<file path="config.mk">
export PLATFORM = sky130hd
export DESIGN_NAME = acc_cpu
export DESIGN_NICKNAME = d
export VERILOG_FILES = /design/src/rtl/acc_cpu_pkg.sv /design/src/rtl/acc_cpu_ctrl.sv /design/src/rtl/acc_cpu_irq.sv /design/src/rtl/acc_cpu_dp.sv /design/src/rtl/acc_cpu.sv
export SDC_FILE = /design/constraint.sdc
export NUM_CORES = 1
export LEC_CHECK = 0
export BUFFER_PORTS_ARGS = -buffer_cell sky130_fd_sc_hd__buf_2
export CAP_MARGIN = 20
export CORE_ASPECT_RATIO = 0.5
export CORE_MARGIN = 10
export CORE_UTILIZATION = 45
export CTS_CLUSTER_DIAMETER = 150
export CTS_CLUSTER_SIZE = 40
export DETAILED_ROUTE_END_ITERATION = 12
export SLEW_MARGIN = 20
export SYNTH_ARGS = -nofsm -noshare
export SYNTH_HDL_FRONTEND = slang
export SYNTH_SLANG_ARGS = --single-unit
</file>
<file path="constraint.sdc">
create_clock -name clk -period 6.3 [get_ports clk]
set_input_delay 0.315 -clock clk [delete_from_list [all_inputs] [get_ports clk]]
set_output_delay 0.315 -clock clk [all_outputs]
set_load 0.005 [all_outputs]
</file>
<file path="src/rtl/acc_cpu_pkg.sv">
package acc_cpu_pkg;
  typedef enum logic [2:0] {
    ST_FADDR, ST_FWAIT, ST_FLOAD, ST_DEC,
    ST_OWAIT, ST_STORE, ST_EXEC, ST_ICHK
  } state_t;

  localparam logic [3:0] OP_LOAD  = 4'h1;
  localparam logic [3:0] OP_STORE = 4'h2;
  localparam logic [3:0] OP_ADD   = 4'h5;
  localparam logic [3:0] OP_JUMP  = 4'h8;
  localparam logic [3:0] OP_RETI  = 4'hF;
endpackage

</file>
<file path="src/rtl/acc_cpu_ctrl.sv">
module acc_cpu_ctrl
  import acc_cpu_pkg::*;
(
  input  logic       clk,
  input  logic       rst,
  input  logic [3:0] opcode,
  output state_t     state
);
  state_t nxt;

  always_comb begin
    nxt = state;
    case (state)
      ST_FADDR: nxt = ST_FWAIT;
      ST_FWAIT: nxt = ST_FLOAD;
      ST_FLOAD: nxt = ST_DEC;
      ST_DEC: begin
        if (opcode == OP_LOAD || opcode == OP_ADD) nxt = ST_OWAIT;
        else if (opcode == OP_STORE)               nxt = ST_STORE;
        else                                       nxt = ST_EXEC;
      end
      ST_OWAIT: nxt = ST_EXEC;
      ST_STORE: nxt = ST_ICHK;
      ST_EXEC:  nxt = ST_ICHK;
      default:  nxt = ST_FADDR;
    endcase
  end

  always_ff @(posedge clk) begin
    if (rst) state <= ST_FADDR;
    else     state <= nxt;
  end
endmodule

</file>
<file path="src/rtl/acc_cpu_irq.sv">
module acc_cpu_irq
  import acc_cpu_pkg::*;
(
  input  logic       clk,
  input  logic       rst,
  input  logic       irq,
  input  state_t     state,
  input  logic [3:0] opcode,
  output logic       take,
  output logic       ack
);
  logic pending;
  logic enabled;

  assign take = (state == ST_ICHK) && pending && enabled;

  always_ff @(posedge clk) begin
    if (rst) begin
      pending <= 1'b0;
      enabled <= 1'b1;
      ack     <= 1'b0;
    end else begin
      pending <= take ? 1'b0 : (pending | irq);
      ack     <= take;
      if (take)
        enabled <= 1'b0;
      else if (state == ST_EXEC && opcode == OP_RETI)
        enabled <= 1'b1;
    end
  end
endmodule

</file>
<file path="src/rtl/acc_cpu_dp.sv">
module acc_cpu_dp
  import acc_cpu_pkg::*;
#(
  parameter int          ADDR_W   = 12,
  parameter int          DATA_W   = 16,
  parameter logic [11:0] RESET_PC = 12'h300,
  parameter logic [11:0] VECTOR   = 12'h010
) (
  input  logic              clk,
  input  logic              rst,
  input  state_t            state,
  input  logic              take,
  input  logic [DATA_W-1:0] mem_rdata,
  output logic [3:0]        opcode,
  output logic [ADDR_W-1:0] mem_addr,
  output logic [DATA_W-1:0] mem_wdata,
  output logic              mem_we,
  output logic              mem_re
);
  logic [ADDR_W-1:0] pc, shadow;
  logic [DATA_W-1:0] ir, acc;
  logic [ADDR_W-1:0] field;

  assign opcode = ir[DATA_W-1 -: 4];
  assign field  = ir[ADDR_W-1:0];

  always_ff @(posedge clk) begin
    if (rst) begin
      pc        <= RESET_PC[ADDR_W-1:0];
      shadow    <= '0;
      ir        <= '0;
      acc       <= '0;
      mem_addr  <= '0;
      mem_wdata <= '0;
      mem_we    <= 1'b0;
      mem_re    <= 1'b0;
    end else begin
      mem_re <= 1'b0;
      mem_we <= 1'b0;
      case (state)
        ST_FADDR: begin
          mem_addr <= pc;
          mem_re   <= 1'b1;
        end
        ST_FLOAD: begin
          ir <= mem_rdata;
          pc <= pc + 1'b1;
        end
        ST_DEC: begin
          mem_addr <= field;
          if (opcode == OP_LOAD || opcode == OP_ADD) mem_re <= 1'b1;
          if (opcode == OP_STORE) begin
            mem_we    <= 1'b1;
            mem_wdata <= acc;
          end
        end
        ST_EXEC: begin
          case (opcode)
            OP_LOAD: acc <= mem_rdata;
            OP_ADD:  acc <= acc + mem_rdata;
            OP_JUMP: pc  <= field;
            OP_RETI: pc  <= shadow;
            default: ;
          endcase
        end
        ST_ICHK: begin
          if (take) begin
            shadow <= pc;
            pc     <= VECTOR[ADDR_W-1:0];
          end
        end
        default: ;
      endcase
    end
  end
endmodule

</file>
<file path="src/rtl/acc_cpu.sv">
module acc_cpu
  import acc_cpu_pkg::*;
#(
  parameter int          ADDR_W   = 12,
  parameter int          DATA_W   = 16,
  parameter logic [11:0] RESET_PC = 12'h300,
  parameter logic [11:0] VECTOR   = 12'h010
) (
  input  logic              clk,
  input  logic              rst,
  output logic [ADDR_W-1:0] mem_addr,
  output logic [DATA_W-1:0] mem_wdata,
  input  logic [DATA_W-1:0] mem_rdata,
  output logic              mem_we,
  output logic              mem_re,
  input  logic              irq,
  output logic              irq_ack
);
  state_t     state;
  logic [3:0] opcode;
  logic       take;

  acc_cpu_ctrl u_ctrl (
    .clk(clk), .rst(rst), .opcode(opcode), .state(state)
  );

  acc_cpu_irq u_irq (
    .clk(clk), .rst(rst), .irq(irq), .state(state),
    .opcode(opcode), .take(take), .ack(irq_ack)
  );

  acc_cpu_dp #(
    .ADDR_W(ADDR_W), .DATA_W(DATA_W), .RESET_PC(RESET_PC), .VECTOR(VECTOR)
  ) u_dp (
    .clk(clk), .rst(rst), .state(state), .take(take),
    .mem_rdata(mem_rdata), .opcode(opcode), .mem_addr(mem_addr),
    .mem_wdata(mem_wdata), .mem_we(mem_we), .mem_re(mem_re)
  );
endmodule

</file>
Word level (Yosys, flattened, before mapping)
Index checks and enable logic that the tools add are counted.

cells by class
  bitwise gates (word level) = 2
  reductions and logical operators = 16
  add/sub/neg operators = 2
  eq/ne operators = 14
  multiplexer cells = 13

operator list
  kind                                           number
  case mux 12 bit (2 select lines)               2
  case mux 12 bit (3 select lines)               1
  case mux 16 bit (2 select lines)               1
  case mux 3 bit (6 select lines)                1
  adder 16 bit                                   1
  adder 12 x 1 -> 12 bit, second input constant  1
  == test 3 bit, second input constant           4
  two-way mux 12 bit                             1
  == test 4 bit, second input constant           2
  == test 3 x 2 -> 1 bit, second input constant  2
  AND reduction 2 bit                            3
  nonzero test 2 bit                             3
  OR reduction 2 bit                             3
  == test 4 x 1 -> 1 bit, second input constant  1
  == test 4 x 2 -> 1 bit, second input constant  1
  == test 4 x 3 -> 1 bit, second input constant  1
  two-way mux 1 bit                              4
  == test 3 x 1 -> 1 bit, second input constant  1
  logical AND 1 bit                              3
  zero test 3 bit                                1
  two-way mux 3 bit                              1
  != test 3 x 1 -> 1 bit, second input constant  1
  AND reduction 3 bit                            1
  nonzero test 3 bit                             1
  other kinds (6)                                6

storage, ports and cells
  register bits after elaboration = 92
  word-level logic and storage cells = 59

Depth between registers and ports, before layout
  depth after elaboration = 5
  mapped depth = 9

By module
Synthesis repeated with hierarchy kept, for this count alone.

second synthesis, totals
  cell total of the unflattened synthesis = 583
  area, all modules = 4794.6 um2

modules (own cells, without submodules)
  module        area an instance (um2)  cells each  seq. area each (um2)  instances
  acc_cpu_dp    4525.6                  550         1721.7                1
  acc_cpu_ctrl  157.7                   19          60.1                  1
  acc_cpu_irq   111.4                   14          60.1                  1

Worst setup path after synthesis
No wires, ideal clock.

  path kind = input to register
  start point = in mem_rdata[0]
  end point = reg u_dp.acc[12]
  setup slack = 3.878 ns
  data required time = 6.184 ns
  data arrival time = 2.306 ns
  stages = 8
  setup time = 0.116 ns
  path through = ha_1 fa_1 a21o_1 a221oi_2 o21bai_2 o31a_1 or3_1 a31o_1

on the way
  cells in the longest elaborated chain, start to end = 2

RTL lines
  item                              RTL line          text
  from (decl)                       acc_cpu.sv:13     input logic [DATA_W-1:0] mem_rdata,
  adder 16 bit                      acc_cpu_dp.sv:60  OP_ADD: acc <= acc + mem_rdata;
  case mux 16 bit (2 select lines)  acc_cpu_dp.sv:58  case (opcode)
  to (signal assigned)              acc_cpu_dp.sv:59  OP_LOAD: acc <= mem_rdata;
  to (signal assigned)              acc_cpu_dp.sv:60
  to (decl)                         acc_cpu_dp.sv:21  logic [DATA_W-1:0] ir, acc;

Every way passes these cells.
A chain may end at the register's enable or synchronous reset.

Worst setup path in the final report
  start point = reg u_dp.ir[14]
  end point = reg u_dp.pc[1]

on the way
  cells in the longest elaborated chain, start to end = 3

RTL lines
  item                                                                               RTL line          text
  from (decl)                                                                        acc_cpu_dp.sv:21
  from (signal assigned)                                                             acc_cpu_dp.sv:46  ir <= mem_rdata;
  == test 4 bit                                                                      acc_cpu_dp.sv:58
  case mux 12 bit (2 select lines) / != test 3 x 1 -> 1 bit (equally long branches)  n/a
  case mux 12 bit (3 select lines) / AND reduction 3 bit (equally long branches)     n/a
  to (signal assigned)                                                               acc_cpu_dp.sv:47  pc <= pc + 1'b1;
  to (signal assigned)                                                               acc_cpu_dp.sv:61  OP_JUMP: pc <= field;
  to (signal assigned)                                                               acc_cpu_dp.sv:62  OP_RETI: pc <= shadow;
  to (decl)                                                                          acc_cpu_dp.sv:20  logic [ADDR_W-1:0] pc, shadow;

Parallel ways exist; a longest one is shown, timed or not.

==> impl_metrics.ini <==
[setup_path]
arrival_ps = 3240
cp_max_fo = 23
cp.required_ps = 6480
critPathLaunchType = flop
worst-setup-path-type = reg -> reg
critPathTopFamily = simple AND/OR/NAND/NOR gates
crit_slowest_cell = nand4_1
endpoint_kind = flop
path_cells = nand4_1 -> mux2_2 -> a221oi_1 -> nor3_1
worst_path_largest_cell_delay_ps = 990
crit_buf_inv = 0

[synth]
synth_seq_area_share_pct = 39.42
synth_fp_nets = 623
syn_area_per_cell_sq_um = 7.959
synth_area_sq_mm = 0.004672
yosysUniqueCellTypes = 60
synth_edf_count = 0
syn_inst = 587
async_reset_ff_share_pct = 0
yosys_most_used_dff = dfxtp_1
ys_seq_elements = 92
yosys_warnings = 0

[pwr]
ir_worst_vdd_mv = 0.1236
power_density_mw_per_mm2 = 253.0
leakagePower_nw = 2.047

[route]
routed_wl_um = 12460
highest_layer = met4
via_count = 4202
met2WireLength_um = 5491
dr_wl_met3_um = 388
avgRoutedWirePerCell_um = 16.54
firstDrtPassIters = 4
viasPerCell = 5.580
drtIter0Drc = 294
detail-route-antenna-nets = 0
drc = 0
wl_met1_um = 6457

[cts]
tritoncts = done
cts_sinks = 92
holdBufCountCts = 0
clkTransAtPathRegs_ps = 60
postCtsSetupBuffers = 0
cts_buffers = 9
clockBufferDepth = 2
ctsResizeCount = 0
cts_root_buf = clkbuf_16
insertion_delay_ps = 340
htree_levels = 3

[final_layout]
final_util_pct = 51.44
final_cell_mix = 129 x nand2_1, 92 x dfxtp_1, 77 x a21oi_1
final_common_cell = nand2_1
fin_nets = 645
nFillCells = 1014
area_growth_pct = 12.10
final_cells = 753
antenna_cells = 0
drive_above_1_share_pct = 12.56

[timing]
fin_tns_setup_ps = 0
finalCritPeriodShare_pct = 48.56
clock_skew_ps = 4.822
drv_slew = 0
fmax_ghz = 0.3269
relSlewSlack_pct = 31.81
whs_ps = 227.1
hold_viol_final = 0
fin_crit_ps = 3059
rsz0062_at_grt = false
tightest_slew_ps = 1020
setup_viol = 0

[floorplanning]
rows = 26
start_util_pct = 45.88
ioPinCount = 50
core-area_sq_mm = 0.01018
die-area_sq_mm = 0.01511
die_x_um = 164.1
die_y_um = 92.05

[run]
cap_violations = 0

[run_status]
outcome = finished, final reports clean

[global_routing]
grt_pass1_vias = 3988
antenna_found_initial = 0
grt_max_degree = 97
grt_pass1_wl_um = 20800
grt_usage_pct = 16.67
overflow = 0

[place]
hpwl_um = 8506
place_inst = 738
place_congestion = 0.8509
port_buffers = 49

[hold_path]
min_path_type = in -> reg
[cell usage after synthesis (2+ instances only)]
cell	n	area, sq um
or3_1	2	12.51
nor2b_1	2	12.51
o22ai_1	2	12.51
clkbuf_1	31	116.4
and2_1	3	18.77
nand4_1	3	18.77
xor2_1	2	17.52
nand3b_1	4	30.03
a22oi_1	4	30.03
xnor2_1	9	78.83
o41ai_1	3	26.28
a221oi_1	2	17.52
buf_2	9	45.04
and4_1	3	26.28
inv_1	4	15.01
a211oi_1	14	105.1
mux2i_1	23	230.2
and3_1	5	31.28
o211ai_1	3	22.52
nor3_1	10	50.05
nand3_1	8	40.04
a21o_1	7	52.55
nand2_1	129	484.2
dfxtp_1	92	1842
mux2_2	3	33.78
o21bai_1	4	30.03
a31oi_1	7	43.79
a21oi_1	77	385.4
ha_1	16	200.2
o21ai_0	26	130.1
o221ai_1	5	43.79
nor2_1	40	150.1
nand2b_1	8	50.05
[tightest hold or removal path: cells and delay by family]
family,cells,cell delay [ps]
AND/OR/NAND/NOR,2,130
buffers and inverters,1,70
[worst paths after layout]
path | depth (start not counted) | to | from | slack, ps
worst max-delay path | 4 | u_dp.pc[1] | u_dp.ir[14] | 3240
worst min-delay path | 3 | u_irq.pending | irq | 230
worst max register to register | 4 | u_dp.pc[1] | u_dp.ir[14] | 3240
worst min register to register | 2 | u_dp.mem_addr[8] | u_dp.mem_addr[8] | 450
[cell families after synthesis]
kind of cell / Yosys count / share of synthesized area, %
and+or+nand+nor: 228 / 21.93
xor gates and xnor gates: 11 / 2.062
DFF: 92 / 39.42
AOI/OAI and AO/OA: 168 / 22.36
muxes: 26 / 5.651
buffers and inverters: 45 / 3.856
adders and majority gates: 17 / 4.713
[routing by layer]
layer	vias to the layer above	GRT usage (%)
met3	11	2.855
li1	2127	-
met1	1998	23.08
met4	0	4.660
met2	66	26.04
met5	-	0
[per-stage QoR]
stage               power (mW)  worst slack, ps  instance area [sq um]
detailed placement      0.8012             3265                   4950
finish                   1.325             3241                   5238
CTS                      1.336             3224                   5235
floorplan               0.7488             3878                   4672
global route             1.378             3032                   5238
global placement        0.7996             3359                   4950
[registers in the layout (all words and copies together), names as in the netlist]
name,cells
u_ctrl.state,3
u_dp.acc,16
u_dp.pc,12
u_dp.mem_addr,12
u_dp.shadow,12
u_irq.ack,1
u_irq.pending,1
u_dp.mem_wdata,16
u_irq.enabled,1
u_dp.mem_we,1
u_dp.mem_re,1
u_dp.ir,16
[where the power goes]
group / leakage, nW / switching [mW] / internal (mW)
registers: 0.745 / 0.0291 / 0.604
clock network: 0.140 / 0.219 / 0.316
logic: 1.16 / 0.0969 / 0.0589
[cell type report]
cell class                 count  area (sq um)  area share [%]
clock buffer                  13         250.2           4.778
clock inverter                 2         35.03          0.6689
inverter                       4         15.01          0.2867
multi-input combinational    450          2653           50.64
sequential                    92          1842           35.16
tap                          140         175.2           3.344
timing repair buffer          52         267.8           5.112
Power figures use the tool's default switching activity.
